File: src/rtl/pdm_edge_router.sv
module pdm_edge_router #(
  parameter int NUM_CH = 4,
  parameter int DIV_W  = 8
) (
  input  logic              clk,
  input  logic              rst_n,
  input  logic [DIV_W-1:0]  half_div,
  input  logic [NUM_CH-1:0] ch_en,
  input  logic [NUM_CH-1:0] line_sel,
  input  logic [NUM_CH-1:0] edge_sel,
  input  logic [1:0]        pdm_din,
  output logic              pdm_clk,
  output logic [NUM_CH-1:0] ch_bit,
  output logic [NUM_CH-1:0] ch_valid
);

  logic [DIV_W-1:0] cnt;
  logic             clk_q;
  logic             strobe_q;
  logic [1:0]       rise_smp;
  logic [1:0]       fall_smp;

  wire run  = |ch_en;
  wire tick = run && (cnt == half_div);

  always_ff @(posedge clk) begin
    if (!rst_n) begin
      cnt      <= '0;
      clk_q    <= 1'b0;
      strobe_q <= 1'b0;
      rise_smp <= '0;
      fall_smp <= '0;
    end else begin
      strobe_q <= tick && clk_q;
      if (!run) begin
        cnt   <= '0;
        clk_q <= 1'b0;
      end else if (tick) begin
        cnt   <= '0;
        clk_q <= ~clk_q;
        if (clk_q) fall_smp <= pdm_din;
        else       rise_smp <= pdm_din;
      end else begin
        cnt <= cnt + 1'b1;
      end
    end
  end

  assign pdm_clk = clk_q;

  for (genvar i = 0; i < NUM_CH; i++) begin : g_route
    wire slot = edge_sel[i] ? fall_smp[line_sel[i]] : rise_smp[line_sel[i]];
    assign ch_bit[i]   = ch_en[i] & slot;
    assign ch_valid[i] = ch_en[i] & strobe_q;
  end

  a_r1_stable_mid_phase: assert property (@(posedge clk) disable iff (!rst_n)
    (run && cnt != '0) |-> $stable(clk_q));

  a_r2_idle_low: assert property (@(posedge clk) disable iff (!rst_n)
    !run |=> (!clk_q && cnt == '0));

  a_r4_strobe_after_fall: assert property (@(posedge clk) disable iff (!rst_n)
    strobe_q |-> $fell(clk_q));

  a_r4_strobe_single: assert property (@(posedge clk) disable iff (!rst_n)
    strobe_q |=> !strobe_q);

  a_r3_fall_capture: assert property (@(posedge clk) disable iff (!rst_n)
    strobe_q |-> (fall_smp == $past(pdm_din)));

endmodule

File: config.mk
export PLATFORM = sky130hd
export DESIGN_NAME = pdm_edge_router
export DESIGN_NICKNAME = d
export VERILOG_FILES = /design/src/rtl/pdm_edge_router.sv
export SDC_FILE = /design/constraint.sdc
export NUM_CORES = 1
export LEC_CHECK = 0
export BUFFER_PORTS_ARGS = -buffer_cell sky130_fd_sc_hd__buf_2
export CAP_MARGIN = 5
export CORE_AREA = 2 2 45 47
export DETAILED_ROUTE_END_ITERATION = 8
export DIE_AREA = 0 0 47 49
export PLACE_DENSITY = 0.72
export RECOVER_POWER = 100
export SETUP_SLACK_MARGIN = 0.5
export SLEW_MARGIN = 20
export SYNTH_ARGS = -nofsm -noshare
export SYNTH_HDL_FRONTEND = slang
export SYNTH_SLANG_ARGS = --single-unit
File: constraint.sdc
create_clock -name clk -period 1.82 [get_ports clk]
set_clock_uncertainty 0.05 [all_clocks]
set_input_delay 0.364 -clock clk [delete_from_list [all_inputs] [get_ports clk]]
set_output_delay 0.364 -clock clk [all_outputs]
set_load 0.01 [all_outputs]
-- Word-level counts from Yosys, hierarchy flattened
Cells that the tools add are included.
- bits of input ports: 24
- register bits: 14
- word-level logic and storage cells: 49
- output and inout bits: 9
- add/subtract/negate cells: 1
- eq/ne operators: 1
- order comparisons: 4
- multiplexer cells: 20
- bitwise operators: 11
- reductions and logical operators: 7
- operators by type and width (operator ; count):
    $mux W1 ; 20
    $add A8 B1 Y8 const B ; 1
    $and A1 B1 Y1 ; 8
    $eq A8 B8 Y1 ; 1
    $lt A1 B2 Y1 const B ; 4
    $reduce_and A3 Y1 ; 2
    $reduce_or A4 Y1 ; 1
    $not A1 Y1 ; 3
    $reduce_or A3 Y1 ; 1
    $logic_and A1 B1 Y1 ; 2
    $reduce_and A2 Y1 ; 1

-- Longest topological paths before layout
Gate-level depths: netlist of the first run.
- depth after elaboration: 4
- gate-level depth with buffers: 4
- depth with buffers taken out: 4

-- Worst setup path before layout of the first run
OpenSTA, ideal clock, no wires.
- path type: input-to-reg
- start point: in half_div[1]
- end point: reg rise_smp[0]
- setup time: 0.118 ns
- arrival: 1.343 ns
- stages: 4
- data required time: 1.652 ns
- path slack: 0.309 ns
- buffers on the path: 0
- cell sequence: xnor2_1 -> nand4_2 -> or4_4 -> mux2i_1
- longest elaborated chain between the ends: 3
- ends and longest elaborated chain (what ; RTL line ; source):
    from (decl) ; 7 ; input logic [DIV_W-1:0] half_div,
    $eq A8 B8 Y1 ; 24 ; wire tick = run && (cnt == half_div);
    $logic_and A1 B1 Y1 ; 24 ;
    $reduce_and A3 Y1 (no source line) ; - ;
    to (signal assigned) ; 42 ; else rise_smp <= pdm_din;
    to (decl) ; 20 ; logic [1:0] rise_smp;
Every way passes these cells.
A chain may end at the register's enable or synchronous reset.

-- Worst setup path in the final report of the first run
- start point: reg fall_smp[1]
- end point: out ch_bit[2]
- longest elaborated chain between the ends: 4
- ends and longest elaborated chain (what ; RTL line ; source):
    from (decl) ; 21 ; logic [1:0] fall_smp;
    from (signal assigned) ; 41 ; if (clk_q) fall_smp <= pdm_din;
    $mux W1 (not written as such) (2 in series) ; 52 ; wire slot = edge_sel[i] ? fall_smp[line_sel[i]] : rise_smp[line_sel[i]];
    $mux W1 ; 52 ;
    $and A1 B1 Y1 ; 53 ; assign ch_bit[i] = ch_en[i] & slot;
    to (decl) ; 13 ; output logic [NUM_CH-1:0] ch_bit,
Every way passes these cells. The select of a mux whose other input is x is not followed.

==> results of run 1 <==
-- sequential cells by signal, summed over array words and instances, names as in the netlist --
| name | flops |
|---|---|
| cnt | 8 |
| fall_smp | 2 |
| rise_smp | 2 |
| pdm_clk | 1 |
| strobe_q | 1 |
-- worst paths after layout --
check	endpoint	slack, ns
max	ch_bit[2]	0.04
min reg2reg	rise_smp[1]	0.44
min	rise_smp[0]	0.31
max reg2reg	cnt[5]	0.09
-- metrics by stage --
| step | area [um^2] | power (mW) | util, % | setup slack, ns |
|---|---|---|---|---|
| floorplan | 821 | 0.368 | - | 0.331 |
| global placement | 1040 | 0.412 | 56.3 | 0.143 |
| detailed placement | 1040 | 0.413 | 56.3 | 0.102 |
| CTS | 1210 | 0.602 | 65.7 | 0.0366 |
| global route | 1300 | 0.648 | 70.4 | -0.0107 |
| finish | 1300 | 0.612 | 70.4 | 0.0355 |
-- cells by family after synthesis --
group                      Yosys count  share of synthesized area, %
xor gates and xnor gates            14                          15.8
AOI/OAI and AO/OA                    3                          2.25
buffers and inverters                1                         0.483
DFF                                 14                          36.1
muxes                                8                          16.7
and+or+nand+nor                     37                          27.1
adders and majority gates            1                          1.61
-- worst reg2reg max path, cell delays in order, from the launching register on --
cell and delay (ns):
dfxtp_4 0.35, xnor2_2 0.13, nand4_1 0.16, clkbuf_1 0.16
buf_6 0.13, buf_6 0.11, o21bai_4 0.10, clkbuf_2 0.35
nor2_2 0.07
-- power groups by stage --
| stage | combinational, mW | sequential, mW | clock [mW] |
|---|---|---|---|
| final | 0.126 | 0.314 | 0.171 |
| after global routing | 0.137 | 0.315 | 0.196 |
| after CTS | 0.111 | 0.314 | 0.177 |
| after detailed placement | 0.0825 | 0.331 | 0 |
| after global placement | 0.0811 | 0.330 | 0 |
| after floorplan | 0.0397 | 0.328 | 0 |
-- area by class of cell --
| class | count | area (um^2) | share of cell area, % |
|---|---|---|---|
| clock buffers | 3 | 22.5 | 1.74 |
| repair buffers | 44 | 297 | 22.9 |
| flip-flops and latches | 14 | 310 | 23.9 |
| well taps | 27 | 33.8 | 2.60 |
| inverters | 1 | 3.75 | 0.289 |
| multi-input cells | 63 | 631 | 48.6 |
-- what timing repair did --
item | 4_1_cts | 5_1_grt
setup buffers | 7 | 2
pin swaps | 17 | 6
setup endpoints to repair | 12 | 22
resized for setup | 24 | 32
-- cells in the final DEF, fill, tap and decap left out, types with 5 or more instances in the layout --
cell	n
buf_2	23
buf_6	10
xnor2_2	8
buf_4	7
nand2_1	6
dfxtp_4	6
dfxtp_2	6
and2_4	5
nor2_4	5
nand3_1	5
xor2_1	5
-- layer usage --
metal  up-vias  share of wire, %  global-route usage (%)
li1        371                 -                       -
met1       363                42                    25.7
met2        19                53                    29.5
met3         4               3.5                    5.56
met4         0               1.5                    4.17
met5         -                 0                       0
==> impl_results.md, run 1 <==
* Clk slew on worst S/H paths at 0.08 ns
* Hold Fails Final Rpt at 0
* Worst Hold Depth at 3
* Core outline area at around 1800 um^2
* Layout Cells excl Fill at about 150
* Nets at approximately 150
* P per Cell Area at 471 nW/um^2
* Slowest CP cell: mux4_2
* GPL Wtd Cong at between 0.7 and 0.8
* Mean Syn Cell Area at about 10 um^2
* Top cells by area, synth: dfxtp_1, mux4_2, xnor2_1, and2_1, xor2_1
* First-pass GRT wire length at approximately 3.2 mm
* Post-synthesis cell type count at 22
* Vias in the first global route at between 700 and 800
* Tmin final at approximately 1.8 ns
* #FFs+latches synth at 14
* Diode count at 0
* Switching pwr at roughly 0.16 mW
* Via density at around 5.0
* RSZ-0062 raised after global routing: yes
* Starting Density at ~42%
* Slowest stage delay, CP at 0.49 ns
* Post-Synthesis Cells at roughly 80
* Die Y at approximately 50 um
* All-Layer GR Usage at between 10% and 20%
* DRC viols at 0
* Worst setup EP type: output pin
* Antenna violations before repair at 0
* Peak VDD IR at 0.451 mV
* Syn nets at between 100 and 150
* Area growth syn-to-layout at 67.0%
* Tightest Pin Transition at roughly 0.43 ns
* # hold bufs at CTS at 0
* Placed insts at 140
* CTS tree: built
* Synth top area share at a little over a third
* FMAX at 560 MHz
* Synth warn at 0
* Power share of the combinational group at around a fifth
* Clock network power share at approximately 28%
* Setup violators final at 0
* Worst skew pair latency at 0.28 ns
* Syn Std Cell Area at approximately 800 um^2
* Critical Path Fanout Max at 5
* Post-synth EDFFs at 0
* DR WL/cell at about 14 um
* IO Port Bufs at 32
* Share of cells above drive strength 1 at 69.6%
* Status: finished, final reports clean
* Crit path depth at 3
* Ys flop type: dfxtp_1
* Max-slew violation count at 0
* Vias at 757
* CP arrival at about 1.4 ns
* Post-synth top cells: dfxtp_1, and2_1, xnor2_1
* LEAKAGE at 0.543 nW
* Slew margin rel. at a little under three quarters
* Sequential power share at ~50%
* Sw Ratio at between 20 and 30%
* WHS at between 0.3 and 0.4 ns
* CTS Buffer Depth at 2
* Fillers at about 150
* Grt ovf at 0
* Worst r2r path cells at 8
* Post-synth ARST share at 0%
* H-tree Lvls at 1
* Die Wd at roughly 47 um
* Clk sinks at 14
* First-pass DRT Iterations at 4
* Die ar. at between 2000 and 2500 um^2
* Area leader, netlist: dfxtp_1
* Worst-path cell chain: mux4_2 -> and2_4 -> buf_6
* Critical path class: reg2out
* CTS Buf Count at 3
* Fin crit share at between 90% and 100%
* P_int at around 0.45 mW
* R2r startpoint: cnt[1]
* Io pins at 33
* Hold Crit Class: in2reg
* Most common cell in the synthesized netlist: dfxtp_1
* Critical path buffer and inverter count at 1
* ANT nets after route at 0
* Crit path from: fall_smp[1]
* DP Wirelength at 1.28 mm
* Final WL at 2.13 mm
* Sequential area share after synthesis at a little over a third
* CP required at between 1 and 1.5 ns
* Worst setup SP type: flop
* Row count at 16
* Largest net degree at the start of global routing at 9
* # Max-Cap Violations at 0
* CP top delay family: multiplexers
* Root Buffer Master: clkbuf_4
* Drt initial violations at 17
* Worst Hold Launch: pdm_din[0]
* Setup TNS at 0 ns
(Power assumes the default switching activity.)
==> inputs of run 2 (changes only) <==
--- a/config.mk
+++ b/config.mk
@@ -10,6 +10,7 @@
 export CORE_AREA = 2 2 45 47
 export DETAILED_ROUTE_END_ITERATION = 8
 export DIE_AREA = 0 0 47 49
+export GPL_TIMING_DRIVEN = 0
 export PLACE_DENSITY = 0.72
 export RECOVER_POWER = 100
 export SETUP_SLACK_MARGIN = 0.5
==> constraint.sdc (replaced) <==
create_clock -name clk -period 1.68 [get_ports clk]
set_clock_uncertainty 0.05 [all_clocks]
set_input_delay 0.336 -clock clk [delete_from_list [all_inputs] [get_ports clk]]
set_output_delay 0.336 -clock clk [all_outputs]
set_load 0.01 [all_outputs]
==> impl_results.md, run 2 (synthesis results as in run 1) <==
* Status: finished with violations
* Failing checks: setup timing
* Antenna violations before repair at 0
* Setup crit end: ch_bit[1]
* R2r setup slk at 0.11 ns
* Setup TNS at -0.190 ns
* Critical path buffer and inverter count at 1
* LEAKAGE at between 0.5 and 0.6 nW
* Biggest regs: cnt (8), fall_smp (2), rise_smp (2)
* Core outline area at between 1500 and 2000 um^2
* Top reg by flops: cnt
* Worst setup EP type: output pin
* Worst r2r path cells at 4
* Row count at 16
* Peak VDD IR at 0.414 mV
* Nets at ~150
* CTS Buffer Depth at 2
* FMAX at about 570 MHz
* Fillers at 149
* Grt ovf at 0
* H-tree Lvls at 1
* Tightest Pin Transition at about 0.46 ns
* Worst setup SP type: flop
* CTS tree: built
* Crit path from: fall_smp[1]
* Worst skew pair latency at roughly 0.28 ns
* ANT nets after route at 0
* Fin crit share at 105%
* Setup violators final at 4
* Die Y at around 49 um
* Hold Fails Final Rpt at 0
* First-pass GRT wire length at approximately 3.2 mm
* Diode count at 0
* CTS Buf Count at 3
* GPL Wtd Cong at approximately 0.74
* Final WS setup at -0.0838 ns
* Die Wd at approximately 47 um
* Slowest stage delay, CP at approximately 0.49 ns
* Root Buffer Master: clkbuf_4
* Clk sinks at 14
* RR Endpoint: fall_smp[0]
* CP required at approximately 1.3 ns
* DR WL/cell at 12.7 um
* First-pass DRT Iterations at 4
* Final WL at approximately 1.9 mm
* All-Layer GR Usage at between 10% and 20%
* Worst-path cell chain: mux4_2 -> and2_4 -> buf_6
* DRC viols at 0
* Vias at ~750
* Layout Cells excl Fill at 153
* Io pins at 33
* DP Wirelength at between 1 and 1.5 mm
* Placed insts at 137
* Hold Crit Class: in2reg
* Die ar. at ~2300 um^2
* R2r startpoint: cnt[7]
* CP arrival at about 1.4 ns
* Slew margin rel. at around 69%
* Critical Path Fanout Max at 5
* Clk slew on worst S/H paths at around 0.07 ns
* Share of cells above drive strength 1 at a little over three fifths
* P per Cell Area at approximately 550 nW/um^2
* IO Port Bufs at 32
* Largest net degree at the start of global routing at 9
* Drt initial violations at 12
* Commonest non-fill, non-tap cell in the layout: buf_2
* Crit path depth at 3
* RSZ-0062 raised after global routing: yes
* Most frequent cells in the layout: buf_2, buf_6, buf_4
* Max reg flops at 8
* Slowest CP cell: mux4_2
* Area growth syn-to-layout at 66.0%
* Critical path class: reg2out
* Tmin final at ~1.8 ns
* Starting Density at 42.2%
* Max-slew violation count at 0
* # Max-Cap Violations at 0
* Vias in the first global route at 767
* CP top delay family: multiplexers
* Via density at around 4.9
## run 2: timing repair
action,in CTS,in global routing
buffers inserted,8,4
gates resized for setup,28,10
cloned,0,0
pin swaps,19,8
setup endpoints to repair,23,23
hold buffers,0,0
## run 2: metrics by stage
stage | area (um^2) | setup slack (ns) | utilization, % | hold WS (ns) | power [mW]
after floorplan | 843 | 0.203 | - | 0.389 | 0.400
after global placement | 1040 | 0.0114 | 56.3 | 0.412 | 0.442
after detailed placement | 1040 | -0.0463 | 56.3 | 0.425 | 0.446
after CTS | 1270 | -0.0722 | 69.0 | 0.287 | 0.709
after global routing | 1290 | -0.121 | 70.0 | 0.323 | 0.739
final | 1290 | -0.0838 | 70.0 | 0.285 | 0.705
## run 2: per-layer routing
metal	vias to the layer above	GRT usage [%]	routed length, um
met3	4	2.59	100
met2	24	35.6	1100
li1	369	-	-
met4	0	8.80	36
met5	-	0	0
met1	350	19.3	708
## run 2: final cells by class
| type | instances | area (um^2) | share of cell area [%] |
|---|---|---|---|
| Sequential cell | 14 | 307 | 23.8 |
| Multi-Input combinational cell | 63 | 618 | 47.9 |
| Clock buffer | 4 | 36.3 | 2.81 |
| Inverter | 1 | 3.75 | 0.291 |
| Tap cell | 27 | 33.8 | 2.62 |
| Timing Repair Buffer | 44 | 292 | 22.6 |
## run 2: worst min path at each step
stage                     from          end  depth (start not counted)
global route             rst_n     strobe_q                          2
floorplan               cnt[0]       cnt[0]                          1
detailed placement      cnt[0]       cnt[0]                          1
global placement        cnt[0]       cnt[0]                          1
finish              pdm_din[0]  rise_smp[0]                          3
CTS                 pdm_din[1]  rise_smp[1]                          3
## run 2: power by group
group	internal (mW)	switching, mW
logic	0.0706	0.0569
clock network	0.132	0.103
registers	0.335	0.00757
total	0.537	0.168
## run 2: worst reg2reg max path, stage by stage, from the launching register on
cell and delay, ns:
dfxtp_2 0.35, xnor2_2 0.17, nand4_4 0.16, nor4b_2 0.50, mux2i_1 0.26
==> inputs of run 3 (changes only) <==
--- a/config.mk
+++ b/config.mk
@@ -5,13 +5,15 @@
 export SDC_FILE = /design/constraint.sdc
 export NUM_CORES = 1
 export LEC_CHECK = 0
+export ABC_AREA = 1
 export BUFFER_PORTS_ARGS = -buffer_cell sky130_fd_sc_hd__buf_2
 export CAP_MARGIN = 5
-export CORE_AREA = 2 2 45 47
+export CORE_AREA = 2 2 47 49
 export DETAILED_ROUTE_END_ITERATION = 8
-export DIE_AREA = 0 0 47 49
+export DIE_AREA = 0 0 49 51
 export GPL_TIMING_DRIVEN = 0
-export PLACE_DENSITY = 0.72
+export HOLD_SLACK_MARGIN = 0.15
+export PLACE_DENSITY = 0.75
 export RECOVER_POWER = 100
 export SETUP_SLACK_MARGIN = 0.5
 export SLEW_MARGIN = 20
==> constraint.sdc (replaced) <==
create_clock -name clk -period 1.68 [get_ports clk]
set_clock_uncertainty 0.05 [all_clocks]
set_input_delay 0 -clock clk [delete_from_list [all_inputs] [get_ports clk]]
set_output_delay 0 -clock clk [all_outputs]
set_load 0.01 [all_outputs]
==> impl_results.md, run 3 <==
* Status: finished, final reports clean
* Clk slew on worst S/H paths at roughly 0.080 ns
* Nets at between 200 and 250
* Post-synth EDFFs at 0
* Sequential power share at roughly 50%
* Biggest regs: cnt (8), fall_smp (2), rise_smp (2)
* P_int at between 0.4 and 0.5 mW
* Post-synth top cells: nand2_1, inv_1, nor2_1
* Slew margin rel. at a little under nine tenths
* IO Port Bufs at 32
* Clock network power share at ~27%
* Post-Synthesis Cells at about 140
* First-pass GRT wire length at 3.66 mm
* All-Layer GR Usage at a little under a fifth
* ANT nets after route at 0
* CTS tree: built
* Fin crit share at roughly four fifths
* Diode count at 0
* CTS Buffer Depth at 2
* Peak VDD IR at ~0.53 mV
* Switching pwr at slightly below 0.2 mW
* Ys flop type: dfxtp_1
* Vias in the first global route at between 900 and 1,000
* Critical path class: reg2reg
* # Max-Cap Violations at 0
* Root Buffer Master: clkbuf_4
* Footprint of the multi-input gates at about 640 um^2
* First-pass DRT Iterations at 4
* CP arrival at around 1.5 ns
* Most frequent cells in the layout: nand2_1, inv_1, buf_2
* Vias at 1,039
* Mean Syn Cell Area at 6.53 um^2
* DR WL/cell at 10.7 um
* R2r startpoint: cnt[4]
* Grt ovf at 0
* Final WL at between 2 and 2.5 mm
* LEAKAGE at about 0.64 nW
* Antenna violations before repair at 0
* Top cells by area, synth: dfxtp_1, nand2_1, inv_1, xnor2_1, nor2_1
* Drt initial violations at 10
* Clk sinks at 14
* Crit path from: cnt[4]
* Area growth syn-to-layout at 47.6%
* Row count at 17
* Share of cells above drive strength 1 at roughly a third
* Die ar. at 2500 um^2
* CTS Buf Count at 3
* Sw Ratio at around 28%
* Max reg flops at 8
* Worst Hold Launch: half_div[0]
* FMAX at between 700 and 800 MHz
* GPL Wtd Cong at just under 0.8
* Setup violators final at 0
* P per Cell Area at just over 500 nW/um^2
* Pre-CTS WS at ~0.35 ns
* DP Wirelength at 1.63 mm
* Layout Cells excl Fill at about 220
* Top reg by flops: cnt
* Die Wd at 49 um
* # hold bufs at CTS at 6
* Worst r2r path cells at 6
* Tightest Pin Transition at 0.208 ns
* Tmin final at about 1.3 ns
* Setup crit end: cnt[4]
* Syn nets at 166
* Worst setup SP type: flop
* Worst skew pair latency at ~0.27 ns
* Setup TNS at 0 ns
* Critical Path Fanout Max at 8
* Core outline area at 2060 um^2
* Io pins at 33
* Starting Density at around 45%
* RSZ-0062 raised after global routing: yes
* Worst setup EP type: flop
* Hold Crit Class: in2reg
* Area leader, netlist: dfxtp_1
* DRC viols at 0
* R2r setup slk at ~0.35 ns
* Most common cell in the synthesized netlist: nand2_1
* Post-synth ARST share at 0%
* Max-slew violation count at 0
* Post-synthesis cell type count at 20
* CP required at about 1.8 ns
* FF/Latch Area at between 200 and 300 um^2
* Placed insts at 201
* Hold Fails Final Rpt at 0
* Synth top area share at 30.4%
* Fillers at between 150 and 200
* H-tree Lvls at 1
* Final WS setup at 0.351 ns
* Final Core Density at between 60% and 70%
* Syn Std Cell Area at 921 um^2
* #FFs+latches synth at 14
* Die Y at between 50 and 60 um
* Power share of the combinational group at 22.9%
* Commonest non-fill, non-tap cell in the layout: nand2_1
* Via density at approximately 4.8
* Sequential area share after synthesis at 30.4%
* Largest net degree at the start of global routing at 9
* Synth warn at 0
* RR Endpoint: cnt[4]
## run 3: changes by cell type after synthesis, moves of 3 or more
cell	previous run	this run
xor2_1	5	2
nand4_1	1	6
nor2_1	8	15
and2_1	9	0
mux2i_1	4	0
nand2_1	6	35
o21ai_0	1	5
mux4_2	4	0
inv_1	1	27
a21oi_1	1	6
a21boi_0	0	4
o211ai_1	0	4
## run 3: metal layers
layer,share of wire (%),vias to the layer above,global-route usage [%]
li1,-,550,-
met1,39,461,20.6
met2,55,28,36.1
met3,5.8,0,2.92
met4,0,0,4.29
met5,0,-,0
## run 3: kinds of logic (layout without fill, tap and decap cells)
kind of cell	after synthesis	count (layout)	synth area share, %
compound gates	20	20	13.2
xor+xnor	9	9	8.56
fa+ha+maj	1	1	1.36
buf+inv	27	75	11.0
flops	14	14	30.4
simple gates	70	70	35.5
## run 3: power groups by stage
stage / Sequential, mW / Combinational (mW) / Clock, mW
after floorplan: 0.356 / 0.0709 / 0
after global routing: 0.351 / 0.178 / 0.203
after detailed placement: 0.358 / 0.122 / 0
after CTS: 0.350 / 0.145 / 0.187
final: 0.349 / 0.159 / 0.186
after global placement: 0.358 / 0.117 / 0
## run 3: area by class of cell
cell class | count | area share (%)
tap | 28 | 2.58
multi-input combinational | 100 | 46.8
timing repair buffer | 45 | 19.3
inverter | 27 | 7.64
sequential | 14 | 22.0
clock buffer | 3 | 1.66
## run 3: critical path: stages (launching register included)
cell     delay, ns
dfxtp_1       0.39
xnor2_1       0.14
nand2_1       0.14
nor2_4        0.20
nand2_1       0.13
nand2_4       0.13
a21oi_1       0.05
## run 3: how the worst min path moves through the flow
| stage | slack (ns) | to | cells past startpoint |
|---|---|---|---|
| finish | 0.09 | strobe_q | 6 |
| global route | 0.13 | strobe_q | 6 |
| CTS | 0.09 | strobe_q | 6 |
| detailed placement | 0.23 | strobe_q | 3 |
| global placement | 0.23 | strobe_q | 3 |
| floorplan | 0.04 | ch_valid[0] | 2 |
## run 3: per-stage QoR
step                power, mW  hold slack (ns)  area [um^2]
floorplan               0.427           0.0391          935
global placement        0.475            0.232         1130
detailed placement      0.480            0.229         1130
CTS                     0.683           0.0931         1270
global route            0.732            0.135         1360
finish                  0.694           0.0926         1360
## run 3: timing repair
| item | in CTS | in global routing |
|---|---|---|
| gates cloned | 0 | 0 |
| pin swaps | 27 | 14 |
| endpoints found under the setup margin | 17 | 18 |
| setup buffers | 2 | 5 |
| resized for setup | 19 | 20 |
| hold endpoints to repair | 6 | 1 |
